File: src/rtl/hdlc_tx_pkg.sv
package hdlc_tx_pkg;
  localparam int BYTE_W = 8;
  localparam logic [BYTE_W-1:0] FLAG_BYTE = 8'h7E;
  localparam int FCS_W = 16;
  localparam logic [FCS_W-1:0] FCS_POLY_REFL = 16'h8408;
  localparam int STUFF_RUN = 5;
  localparam int ABORT_LEN = 16;
  localparam int SEQ_MAX = (FCS_W > ABORT_LEN) ? FCS_W : ABORT_LEN;
  localparam int CNT_W = $clog2(SEQ_MAX);
  localparam int RUN_W = $clog2(STUFF_RUN + 1);
  localparam int BIT_IW = $clog2(BYTE_W);

  typedef enum logic [1:0] {
    ST_FLAG  = 2'd0,
    ST_DATA  = 2'd1,
    ST_FCS   = 2'd2,
    ST_ABORT = 2'd3
  } tx_state_e;
endpackage

File: src/rtl/hdlc_tx_fifo.sv
module hdlc_tx_fifo #(
  parameter int DEPTH = 16,
  parameter int W     = 9
) (
  input  logic         clk,
  input  logic         rst_n,
  input  logic         wr_en,
  input  logic [W-1:0] wr_data,
  input  logic         flush,
  input  logic         pop,
  output logic [W-1:0] rd_data,
  output logic         full,
  output logic         empty,
  output logic         ovf
);
  localparam int AW = $clog2(DEPTH);
  localparam int CW = AW + 1;

  logic [W-1:0]  mem [DEPTH];
  logic [AW-1:0] wp_q, wp_d, rp_q, rp_d, waddr;
  logic [CW-1:0] cnt_q, cnt_d;
  logic          ovf_q, ovf_d;
  logic          wr_ok, pop_ok;

  assign full    = (cnt_q == CW'(DEPTH));
  assign empty   = (cnt_q == '0);
  assign wr_ok   = wr_en & (flush | ~full);
  assign pop_ok  = pop & ~empty & ~flush;
  assign waddr   = flush ? '0 : wp_q;
  assign rd_data = mem[rp_q];
  assign ovf     = ovf_q;

  always_comb begin
    if (flush) begin
      rp_d  = '0;
      wp_d  = wr_ok ? AW'(1) : '0;
      cnt_d = wr_ok ? CW'(1) : '0;
    end else begin
      wp_d  = wp_q + AW'(wr_ok);
      rp_d  = rp_q + AW'(pop_ok);
      cnt_d = cnt_q + CW'(wr_ok) - CW'(pop_ok);
    end
    ovf_d = ovf_q | (wr_en & ~flush & full);
  end

  always_ff @(posedge clk) begin
    if (wr_ok) mem[waddr] <= wr_data;
  end

  always_ff @(posedge clk or negedge rst_n) begin
    if (!rst_n) begin
      wp_q  <= '0;
      rp_q  <= '0;
      cnt_q <= '0;
      ovf_q <= 1'b0;
    end else begin
      wp_q  <= wp_d;
      rp_q  <= rp_d;
      cnt_q <= cnt_d;
      ovf_q <= ovf_d;
    end
  end

  p_drop_full_r10: assert property (@(posedge clk) disable iff (!rst_n)
    (wr_en && full && !flush && !pop) |=> full);
  p_ovf_set_r10: assert property (@(posedge clk) disable iff (!rst_n)
    (wr_en && full && !flush) |=> ovf);
  p_ovf_sticky_r10: assert property (@(posedge clk) disable iff (!rst_n)
    ovf |=> ovf);
  p_count_bound_r10: assert property (@(posedge clk) disable iff (!rst_n)
    cnt_q <= CW'(DEPTH));
  p_flush_keep_r11: assert property (@(posedge clk) disable iff (!rst_n)
    (flush && wr_en) |=> (!empty && !full));
endmodule

File: src/rtl/hdlc_tx_fcs.sv
module hdlc_tx_fcs #(
  parameter int           W    = 16,
  parameter logic [W-1:0] POLY = 16'h8408
) (
  input  logic         clk,
  input  logic         rst_n,
  input  logic         init,
  input  logic         adv,
  input  logic         bit_in,
  output logic [W-1:0] crc
);
  logic [W-1:0] crc_q, crc_d, step;
  logic         fb;

  assign fb = crc_q[0] ^ bit_in;

  generate
    for (genvar i = 0; i < W; i++) begin : g_tap
      if (i == W - 1) begin : g_top
        assign step[i] = fb & POLY[i];
      end else begin : g_mid
        assign step[i] = crc_q[i+1] ^ (fb & POLY[i]);
      end
    end
  endgenerate

  always_comb begin
    crc_d = crc_q;
    if (init)     crc_d = '1;
    else if (adv) crc_d = step;
  end

  always_ff @(posedge clk or negedge rst_n) begin
    if (!rst_n)           crc_q <= '1;
    else if (init | adv)  crc_q <= crc_d;
  end

  assign crc = crc_q;
endmodule

File: src/rtl/hdlc_tx_fmt.sv
module hdlc_tx_fmt
  import hdlc_tx_pkg::*;
#(
  parameter int FIFO_DEPTH = 16
) (
  input  logic       clk,
  input  logic       rst_n,
  input  logic       link_en,
  input  logic       fcs_en,
  input  logic       slot_strobe,
  input  logic       wr_en,
  input  logic [7:0] wr_data,
  input  logic       wr_eom,
  input  logic       abort_req,
  output logic       tx_bit,
  output logic       fifo_full,
  output logic       fifo_empty,
  output logic       ovf_flag,
  output logic       unf_flag
);
  localparam int ENTRY_W = BYTE_W + 1;
  localparam logic [CNT_W-1:0] FLAG_END = CNT_W'(BYTE_W - 1);
  localparam logic [CNT_W-1:0] BYTE_END = CNT_W'(BYTE_W - 1);
  localparam logic [CNT_W-1:0] FCS_END  = CNT_W'(FCS_W - 1);
  localparam logic [CNT_W-1:0] ABT_END  = CNT_W'(ABORT_LEN - 1);
  localparam logic [RUN_W-1:0] RUN_FULL = RUN_W'(STUFF_RUN);

  // reset: asynchronous assertion, synchronous release
  logic [1:0] rs_q;
  logic       srst_n;
  always_ff @(posedge clk or negedge rst_n) begin
    if (!rst_n) rs_q <= 2'b00;
    else        rs_q <= {rs_q[0], 1'b1};
  end
  assign srst_n = rs_q[1];

  tx_state_e          st_q, st_d;
  logic [CNT_W-1:0]   cnt_q, cnt_d;
  logic [RUN_W-1:0]   ones_q, ones_d;
  logic [BYTE_W-1:0]  sh_q, sh_d;
  logic               last_q, last_d;
  logic               tx_q, tx_d;
  logic               pend_q, pend_d;
  logic               unf_q, unf_d;
  logic               abort_any, pop, flush, fcs_init, fcs_adv;
  logic [ENTRY_W-1:0] f_rd;
  logic               f_full, f_empty;
  logic [FCS_W-1:0]   crc;

  hdlc_tx_fifo #(.DEPTH(FIFO_DEPTH), .W(ENTRY_W)) u_fifo (
    .clk     (clk),
    .rst_n   (srst_n),
    .wr_en   (wr_en),
    .wr_data ({wr_eom, wr_data}),
    .flush   (flush),
    .pop     (pop),
    .rd_data (f_rd),
    .full    (f_full),
    .empty   (f_empty),
    .ovf     (ovf_flag)
  );

  hdlc_tx_fcs #(.W(FCS_W), .POLY(FCS_POLY_REFL)) u_fcs (
    .clk    (clk),
    .rst_n  (srst_n),
    .init   (fcs_init),
    .adv    (fcs_adv),
    .bit_in (sh_q[0]),
    .crc    (crc)
  );

  assign abort_any = pend_q | abort_req;

  always_comb begin
    st_d     = st_q;
    cnt_d    = cnt_q;
    ones_d   = ones_q;
    sh_d     = sh_q;
    last_d   = last_q;
    tx_d     = tx_q;
    unf_d    = unf_q;
    pend_d   = pend_q | abort_req;
    pop      = 1'b0;
    flush    = 1'b0;
    fcs_init = 1'b0;
    fcs_adv  = 1'b0;
    if (slot_strobe) begin
      pend_d = 1'b0;
      if (!link_en) begin
        tx_d   = 1'b1;
        st_d   = ST_FLAG;
        cnt_d  = '0;
        ones_d = '0;
      end else begin
        unique case (st_q)
          ST_FLAG: begin
            if (ones_q == RUN_FULL) begin
              tx_d   = 1'b0;
              ones_d = '0;
            end else begin
              tx_d   = FLAG_BYTE[cnt_q[BIT_IW-1:0]];
              ones_d = '0;
              if (cnt_q == FLAG_END) begin
                cnt_d = '0;
                if (!f_empty) begin
                  pop      = 1'b1;
                  sh_d     = f_rd[BYTE_W-1:0];
                  last_d   = f_rd[BYTE_W];
                  fcs_init = 1'b1;
                  st_d     = ST_DATA;
                end
              end else begin
                cnt_d = cnt_q + 1'b1;
              end
            end
          end
          ST_DATA: begin
            if (abort_any) begin
              tx_d   = 1'b1;
              flush  = 1'b1;
              st_d   = ST_ABORT;
              cnt_d  = CNT_W'(1);
              ones_d = '0;
            end else if (ones_q == RUN_FULL) begin
              tx_d   = 1'b0;
              ones_d = '0;
            end else begin
              tx_d    = sh_q[0];
              fcs_adv = 1'b1;
              ones_d  = sh_q[0] ? ones_q + 1'b1 : '0;
              sh_d    = sh_q >> 1;
              if (cnt_q == BYTE_END) begin
                cnt_d = '0;
                if (last_q) begin
                  st_d = fcs_en ? ST_FCS : ST_FLAG;
                end else if (f_empty) begin
                  st_d  = ST_ABORT;
                  unf_d = 1'b1;
                end else begin
                  pop    = 1'b1;
                  sh_d   = f_rd[BYTE_W-1:0];
                  last_d = f_rd[BYTE_W];
                end
              end else begin
                cnt_d = cnt_q + 1'b1;
              end
            end
          end
          ST_FCS: begin
            if (abort_any) begin
              tx_d   = 1'b1;
              flush  = 1'b1;
              st_d   = ST_ABORT;
              cnt_d  = CNT_W'(1);
              ones_d = '0;
            end else if (ones_q == RUN_FULL) begin
              tx_d   = 1'b0;
              ones_d = '0;
            end else begin
              tx_d   = ~crc[cnt_q];
              ones_d = ~crc[cnt_q] ? ones_q + 1'b1 : '0;
              if (cnt_q == FCS_END) begin
                cnt_d = '0;
                st_d  = ST_FLAG;
              end else begin
                cnt_d = cnt_q + 1'b1;
              end
            end
          end
          ST_ABORT: begin
            tx_d   = 1'b1;
            ones_d = '0;
            if (cnt_q == ABT_END) begin
              cnt_d = '0;
              st_d  = ST_FLAG;
            end else begin
              cnt_d = cnt_q + 1'b1;
            end
          end
        endcase
      end
    end
  end

  always_ff @(posedge clk or negedge srst_n) begin
    if (!srst_n) begin
      st_q   <= ST_FLAG;
      cnt_q  <= '0;
      ones_q <= '0;
      sh_q   <= '0;
      last_q <= 1'b0;
      tx_q   <= 1'b1;
      unf_q  <= 1'b0;
    end else if (slot_strobe) begin
      st_q   <= st_d;
      cnt_q  <= cnt_d;
      ones_q <= ones_d;
      sh_q   <= sh_d;
      last_q <= last_d;
      tx_q   <= tx_d;
      unf_q  <= unf_d;
    end
  end

  always_ff @(posedge clk or negedge srst_n) begin
    if (!srst_n) pend_q <= 1'b0;
    else         pend_q <= pend_d;
  end

  assign tx_bit     = tx_q;
  assign fifo_full  = f_full;
  assign fifo_empty = f_empty;
  assign unf_flag   = unf_q;

  p_hold_r2: assert property (@(posedge clk) disable iff (!srst_n)
    !slot_strobe |=> $stable(tx_bit));
  p_disabled_one_r3: assert property (@(posedge clk) disable iff (!srst_n)
    (slot_strobe && !link_en) |=> (tx_bit && st_q == ST_FLAG && cnt_q == '0));
  p_stuff_r5: assert property (@(posedge clk) disable iff (!srst_n)
    (slot_strobe && link_en && !abort_any && st_q != ST_ABORT && ones_q == RUN_FULL)
      |=> (!tx_bit && ones_q == '0));
  p_abort_start_r8: assert property (@(posedge clk) disable iff (!srst_n)
    (slot_strobe && link_en && abort_any && (st_q == ST_DATA || st_q == ST_FCS))
      |=> (tx_bit && st_q == ST_ABORT));
  p_unf_sticky_r9: assert property (@(posedge clk) disable iff (!srst_n)
    unf_flag |=> unf_flag);
  p_abort_run_r8: assert property (@(posedge clk) disable iff (!srst_n)
    (st_q == ST_ABORT && cnt_q != '0) |-> tx_bit);
endmodule

File: config.mk
export PLATFORM = sky130hd
export DESIGN_NAME = hdlc_tx_fmt
export DESIGN_NICKNAME = d
export VERILOG_FILES = /design/src/rtl/hdlc_tx_pkg.sv /design/src/rtl/hdlc_tx_fifo.sv /design/src/rtl/hdlc_tx_fcs.sv /design/src/rtl/hdlc_tx_fmt.sv
export SDC_FILE = /design/constraint.sdc
export NUM_CORES = 1
export LEC_CHECK = 0
export BUFFER_PORTS_ARGS = -buffer_cell sky130_fd_sc_hd__buf_4
export CORE_MARGIN = 8
export CORE_UTILIZATION = 28
export DETAILED_ROUTE_END_ITERATION = 10
export MAX_ROUTING_LAYER = met4
export SLEW_MARGIN = 20
export SYNTH_ARGS = -nofsm -noshare
export SYNTH_HDL_FRONTEND = slang
export SYNTH_HIERARCHICAL = 1
export SYNTH_SLANG_ARGS = --single-unit
export TNS_END_PERCENT = 50
File: constraint.sdc
create_clock -name clk -period 1.71 [get_ports clk]
set_input_delay 0.342 -clock clk [delete_from_list [all_inputs] [get_ports clk]]
set_output_delay 0.342 -clock clk [all_outputs]
set_load 0.01 [all_outputs]
Yosys cells after proc, flatten, opt, wreduce, memory -nomap -nowiden
Memory sizes are Yosys's and may differ from the RTL's.
Index checks and enable logic that the tools add are counted.
{ "word_totals": {"n_memories": 2, "word_cells": 166, "rom_bits": 8, "reg_bits": 53, "latchBits": 0, "mem_bits_rw": 144} }
{ "classes": {"n_eq_ne": 20, "n_bitwise": 19, "n_reduce_logical": 12, "shift": 0, "mux": 91, "mul": 0, "addsub": 6, "n_div": 0, "magnitude_cmp": 2} }
{ "memory_table": {"columns": ["memory", "depth", "word_bits", "rd", "rd_clocked_by_memory_dff", "write_ports", "line", "text"], "rows": [
  ["u_fifo.mem", 16, 9, 1, 0, 1, "hdlc_tx_fifo.sv:19", "logic [W-1:0] mem [DEPTH];"],
  ["(no name shown)", 8, 1, 1, 0, 0, "hdlc_tx_fmt.sv:101", "tx_d = FLAG_BYTE[cnt_q[BIT_IW-1:0]];"]
]} }
{ "op_table": {"columns": ["operator", "n"], "rows": [
  ["8-bit 2-to-1 mux", 8],
  ["1-bit 2-to-1 mux", 42],
  ["4-bit 2-to-1 mux", 10],
  ["16-bit 2-to-1 mux", 2],
  ["2-bit 2-to-1 mux", 13],
  ["8-bit AND reduction", 3],
  ["3-bit 2-to-1 mux", 7],
  ["4-bit case mux with 4 select lines", 1],
  ["8-bit case mux with 2 select lines", 1],
  ["2-bit != test, second input constant", 6],
  ["4-bit != test, second input constant", 3],
  ["3-bit != test, second input constant", 3],
  ["3-bit case mux with 3 select lines", 1],
  ["9-bit AND reduction", 1],
  ["4-bit by 1-bit adder with 4-bit output", 2],
  ["2-bit case mux with 4 select lines", 1],
  ["1-bit inverter", 7],
  ["5-bit by 1-bit adder with 5-bit output", 1],
  ["1-bit bitwise AND", 5],
  ["5-bit equality test, second input constant", 1],
  ["5-bit logical NOT", 1],
  ["4-bit by 5-bit less-than comparator with 1-bit output, second input constant", 1],
  ["5-bit 2-to-1 mux", 1],
  ["5-bit != test, second input constant", 1],
  ["other kinds (18)", 28]
]} }

Longest topological paths before layout
{ "depth": {"word_depth": 13, "depth_mapped": 16, "ltp_nobuf": 15} }

Modules after synthesis
Netlist, hierarchy kept.
{ "by_module_without_submodules": {"columns": ["module", "area_per_inst_um2", "seq_area_each_um2", "instances", "cells_each"], "rows": [
  ["hdlc_tx_fifo", 6404.9, 4674.5, 1, 323],
  ["hdlc_tx_fmt", 1696.6, 576.8, 1, 193],
  ["hdlc_tx_fcs", 740.7, 420.4, 1, 56]
]} }

Worst setup path after synthesis
Ideal clock, no wire load.
{ "synth_timing": {"kind": "reg2reg", "startpoint": "reg u_fifo.cnt_q[3]", "endpoint": "reg u_fifo.cnt_q[4]", "stages_incl_launch_ff": 16, "path_buffers": 0, "setup_slack_ps": -1548, "arrival_ps": 3123, "required_time_ps": 1575, "synth_period_minus_slack_ps": 3258, "path_cell_list": "dfrtp_1 -> inv_1 -> ha_1 -> nor4b_1 -> nor2_1 -> o211a_1 -> nor3b_1 -> ha_1 -> inv_1 -> ha_1 -> inv_1 -> fa_1 -> nor2b_1 -> o21bai_1 -> a21oi_1 -> nor3b_1"} }
{ "synth_via": {"elab_chain_cells": 13, "elab_cells_between_ends": 21, "classes_between": "add/sub: 2; eq/ne: 1; mux: 11; bitwise: 6; reduce/logical: 1"} }
{ "synth_lines": {"columns": ["item", "line", "text"], "rows": [
  ["start, declared", "hdlc_tx_fifo.sv:21", "logic [CW-1:0] cnt_q, cnt_d;"],
  ["start signal, assigned", "hdlc_tx_fifo.sv:59", "cnt_q <= cnt_d;"],
  ["5-bit logical NOT (*)", "hdlc_tx_fifo.sv:26", "assign empty = (cnt_q == '0);"],
  ["net fifo_empty", "hdlc_tx_fmt.sv:17", "output logic fifo_empty,"],
  ["1-bit 2-to-1 mux (*)", "hdlc_tx_fmt.sv:105, hdlc_tx_fmt.sv:136", null],
  ["1-bit 2-to-1 mux", "hdlc_tx_fmt.sv:134", "if (last_q) begin"],
  ["1-bit 2-to-1 mux", "hdlc_tx_fmt.sv:132", "if (cnt_q == BYTE_END) begin"],
  ["1-bit 2-to-1 mux", "hdlc_tx_fmt.sv:124", "end else if (ones_q == RUN_FULL) begin"],
  ["1-bit 2-to-1 mux", "hdlc_tx_fmt.sv:118", "if (abort_any) begin"],
  ["1-bit case mux with 2 select lines (*)", "hdlc_tx_fmt.sv:95", "unique case (st_q)"],
  ["1-bit 2-to-1 mux (*)", "hdlc_tx_fmt.sv:89", "if (!link_en) begin"],
  ["1-bit 2-to-1 mux (*)", "hdlc_tx_fmt.sv:87", "if (slot_strobe) begin"],
  ["net pop", "hdlc_tx_fmt.sv:45", "logic abort_any, pop, flush, fcs_init, fcs_adv;"],
  ["1-bit bitwise AND (*) (2 in a row)", "hdlc_tx_fifo.sv:28", "assign pop_ok = pop & ~empty & ~flush;"],
  ["5-bit by 1-bit subtractor with 5-bit output (*)", "hdlc_tx_fifo.sv:41", "cnt_d = cnt_q + CW'(wr_ok) - CW'(pop_ok);"],
  ["5-bit 2-to-1 mux (*)", "hdlc_tx_fifo.sv:34", "if (flush) begin"],
  ["net u_fifo.cnt_d[4]", "hdlc_tx_fifo.sv:21", null]
]} }
The timed path passes the listed nets; every way through them passes the cells marked *.
A chain may end at the register's enable or synchronous reset.

Worst setup path in the final report
{ "layout_timing": {"startpoint": "reg st_q[1]", "endpoint": "reg u_fifo.cnt_q[4]"} }
{ "layout_via": {"elab_cells_between_ends": 18, "classes_between": "add/sub: 2; eq/ne: 2; mux: 7; bitwise: 5; reduce/logical: 2"} }
{ "layout_lines": {"columns": ["item", "line", "text"], "rows": [
  ["start, declared", "hdlc_tx_fmt.sv:37", "tx_state_e st_q, st_d;"],
  ["start signal, assigned", "hdlc_tx_fmt.sv:195", "st_q <= st_d;"],
  ["2-bit by 1-bit equality test with 1-bit output / 2-bit logical NOT (equally long branches)", "hdlc_tx_fmt.sv:95", null],
  ["1-bit case mux with 2 select lines (*)", "hdlc_tx_fmt.sv:95", null],
  ["1-bit 2-to-1 mux (*)", "hdlc_tx_fmt.sv:89", null],
  ["1-bit 2-to-1 mux (*)", "hdlc_tx_fmt.sv:87", null],
  ["net pop", "hdlc_tx_fmt.sv:45", null],
  ["1-bit bitwise AND (*) (2 in a row)", "hdlc_tx_fifo.sv:28", null],
  ["5-bit by 1-bit subtractor with 5-bit output (*)", "hdlc_tx_fifo.sv:41", null],
  ["5-bit 2-to-1 mux (*)", "hdlc_tx_fifo.sv:34", null],
  ["net u_fifo.cnt_d[4]", "hdlc_tx_fifo.sv:21", null]
]} }
Marks and branches as above.

==> impl_results.md <==
- Status: finished, violations left
- Failing checks: negative setup slack
- Drt pass-1 iters: 6
- Port buffer count: 20
- Num CTS Buffers: 17
- Commonest register cell after synthesis: edfxtp_1
- Max Slew Vio Count: 0
- Vias per inst: 4.839
- Worst Skew: between 0.015 and 0.02 ns
- Yosys cell types: 66
- Async set-reset flop share out of synthesis: 0.2690
- Hold crit path type: in2async
- Syn_nets: 608
- Reg-to-reg critical path startpoint: st_q[1]
- Largest net degree at the start of global routing: 52
- Simple-gate share of the synthesized area: 0.07627
- Final HPWL DP: about 13000 um
- Antenna Nets Post-Route: 0
- Final worst setup slack: -1.018 ns
- Post-synth EDFFs: 144
- Wire per inst: roughly 18 um
- Syn Area/Cell: ~15 um^2
- All-layer global routing usage: 0.1107
- Worst setup SP type: register
- Die width: 193.7 um
- Main combinational cell family by area after synthesis: multiplexers
- Starting DRT DRC Count: 366
- Period utilization: 1.595
- Worst Path Max Fanout: 2
- First-pass GRT wire length: 31620 um
- Compound-Gate Fraction of Synth Area: 0.08660
- CTS sink count: 197
- Setup TNS: -114.16 ns
- Residual DRC: 0
- Fillers: 2883
- # diodes: 0
- Crit path to: u_fifo/cnt_q[4]
- Drt total wl: 20390 um
- Post-Syn Area: 0.008842 mm^2
- Setup slack, reg-to-reg: -1.02 ns
- Post-synthesis register bit count: 197
- Multiplexer area fraction after synthesis: 0.1227
- Max Cap Violations: 0
- Worst-margin pin slew: between 0.8 and 0.9 ns
- Skew-Pair Late Insertion Delay: 0.44 ns
- Reg2reg path depth: 15
- # setup viols final: 195
- WP data required: a little over 2 ns
- Pwr Total: about 13 mW
- Worst Setup SP: st_q[1]
- H-tree levels: 4
- P per Cell Area: 1131 mW/mm^2
- Vias: between 5000 and 6000
- Die area: between 0.03 and 0.04 mm^2
- Synth-to-layout area growth: 32.45%
- Post-Synth Adder-Cell Area: 0.02915
- Min Tclk post-route: ~2.7 ns
- Leakage: about 4.3 nW
- Slew HR: 0.4133
- Area taken by multi-input logic gates: roughly 0.0034 mm^2
- CP endpoint kind: register
- Yosys Warn Count: 6
- Storage element area: 0.005674 mm^2
- Crit path kind: reg2reg
- Share of cells above drive strength 1: 0.4347
- Root Buffer: clkbuf_16
- Site Rows: 65
- Die height: 193.7 um
- Vias in the first global route: 5595
- Synth Area in XOR/XNOR: 0.01231
- CP arrival: 3.06 ns
- RSZ-0062 raised after global routing: yes
- Core Area: ~0.031 mm^2
- CTS tree: built
- GRT overflow: 0
- GPL Wtd Cong: 0.8611
- CTS Buffer Depth: 2
- Final net count: 743
- Reg clk slew, reported paths: 0.08 ns
- Worst flop-to-flop path endpoint: u_fifo/cnt_q[4]
- Mapped Cells: around 570
- Fin. Hold Viols: 0
- Peak supply drop: 0.0005377 V
- Antenna violations before repair: 0
- Share of the yosys chip area belonging to registers: 0.6414
- Max Freq: 366.6 MHz
- Starting density of the core: 0.2824
- Final Util: 0.3740
- I/O pin cnt: 21
## what timing repair did
action | in CTS | in global routing
resized for setup | 54 | 71
setup buffers | 8 | 11
pin swaps | 15 | 12
endpoints found under the hold margin | 2 | 0
cloned | 1 | 3
hold buffers | 1 | 0
endpoints found under the setup margin | 195 | 195
## where the power goes
group | switching (mW) | internal [mW] | leakage, nW
Clock | 2.03 | 2.13 | 0.300
Sequential | 0.328 | 5.72 | 1.95
Combinational | 1.49 | 1.54 | 2.10
Total | 3.86 | 9.39 | 4.34
## per-stage QoR
stage / area [um^2] / std cells / setup WS (ns) / hold slack, ns
after floorplan: 9014 / 572 / -1.005 / 0.04641
after global placement: 10450 / 1066 / -1.039 / 0.1298
after detailed placement: 10450 / 1066 / -1.039 / 0.1300
after CTS: 11380 / 1108 / -0.9320 / 0.2165
after global routing: 11710 / 1122 / -1.144 / 0.2207
final: 11710 / 1122 / -1.018 / 0.2204
## synthesized netlist by cell type, types with 3 or more instances
master      n  area, um^2
mux2i_1    15       150.1
buf_2      11       55.05
mux4_1     21       551.8
inv_1      21       78.83
nand2_1    34       127.6
edfxtp_1  144        4324
clkbuf_1   14       52.55
ha_1       19       237.7
dfstp_2    17       446.7
nand2b_1    3       18.77
nor3_1      7       35.03
a21oi_1    10       50.05
dfrtp_1    36       900.9
o21ai_0    23       115.1
xor2_1      4       35.03
mux4_2     17       382.9
nor2b_1    24       150.1
a211o_1    17       148.9
and3_1      3       18.77
xnor2_1     3       26.28
nor2_1     30       112.6
nor4_1      3       18.77
a31o_2      3       26.28
a22oi_1    18       135.1
o22ai_1     4       25.02
nand3b_1    3       22.52
nand3_1    10       50.05
and2_1      3       18.77
nor4b_1     4       35.03
o21ai_1     4       20.02
## kinds of logic after synthesis
| kind of cell | after synthesis |
|---|---|
| DFF | 197 |
| and+or+nand+nor | 132 |
| AOI/OAI and AO/OA | 106 |
| buffers and inverters | 54 |
| muxes | 53 |
| adders and majority gates | 20 |
| xor gates and xnor gates | 9 |
| other | 1 |
## layout by cell type, fill, tap and decap left out, drive strengths merged, types with 19 or more instances in the layout
cell    count
dfrtp      36
inv        26
edfxtp    144
nor2       30
o21ai      28
mux4       38
buf       146
ha         19
nor2b      24
nand2      34
## sequential cells by signal, summed over array words and instances (netlist names), 3 cells and up
name	flops
cnt_q	4
ones_q	3
sh_q	8
u_fcs/crc	16
u_fifo/cnt_q	5
u_fifo/mem	144
u_fifo/rp_q	4
u_fifo/wp_q	4
## metal layers
| layer | vias to the layer above | track usage | share of wire |
|---|---|---|---|
| met5 | - | - | 0 |
| met4 | 0 | 0.03079 | 0.012 |
| met3 | 24 | 0.01874 | 0.041 |
| met2 | 132 | 0.1771 | 0.49 |
| met1 | 2780 | 0.1439 | 0.46 |
| li1 | 2493 | - | - |
## final cells by class
type                       count  share of cell area
clock buffer                  17             0.03632
clock inverter                15             0.01763
inverter                      22            0.007479
multi-input combinational    321              0.2868
sequential                   197              0.4845
tap                          402             0.04295
timing repair buffer         148              0.1244
## worst max-delay path: stages, from the launching register on
cell      delay [ns]
dfrtp_1         0.40
inv_2           0.08
ha_4            0.14
inv_4           0.04
nor4_4          0.27
o211a_1         0.19
nor3b_4         0.26
ha_4            0.25
inv_2           0.06
ha_4            0.13
inv_2           0.03
fa_2            0.34
nor2b_2         0.14
o21bai_1        0.09
a21oi_1         0.16
nor3b_2         0.06
## worst min-delay path by stage
stage / startpoint / endpoint / slack (ns) / cells after the start
4_1_cts: rst_n / rs_q[1] / 0.22 / 2
3_3_place_gp: rst_n / rs_q[0] / 0.13 / 1
3_5_place_dp: rst_n / rs_q[0] / 0.13 / 1
2_1_floorplan: rst_n / rs_q[0] / 0.05 / 0
5_1_grt: rst_n / rs_q[1] / 0.22 / 2
6_report: rst_n / rs_q[1] / 0.22 / 2
No activity file was read; power rests on OpenSTA's default activity.
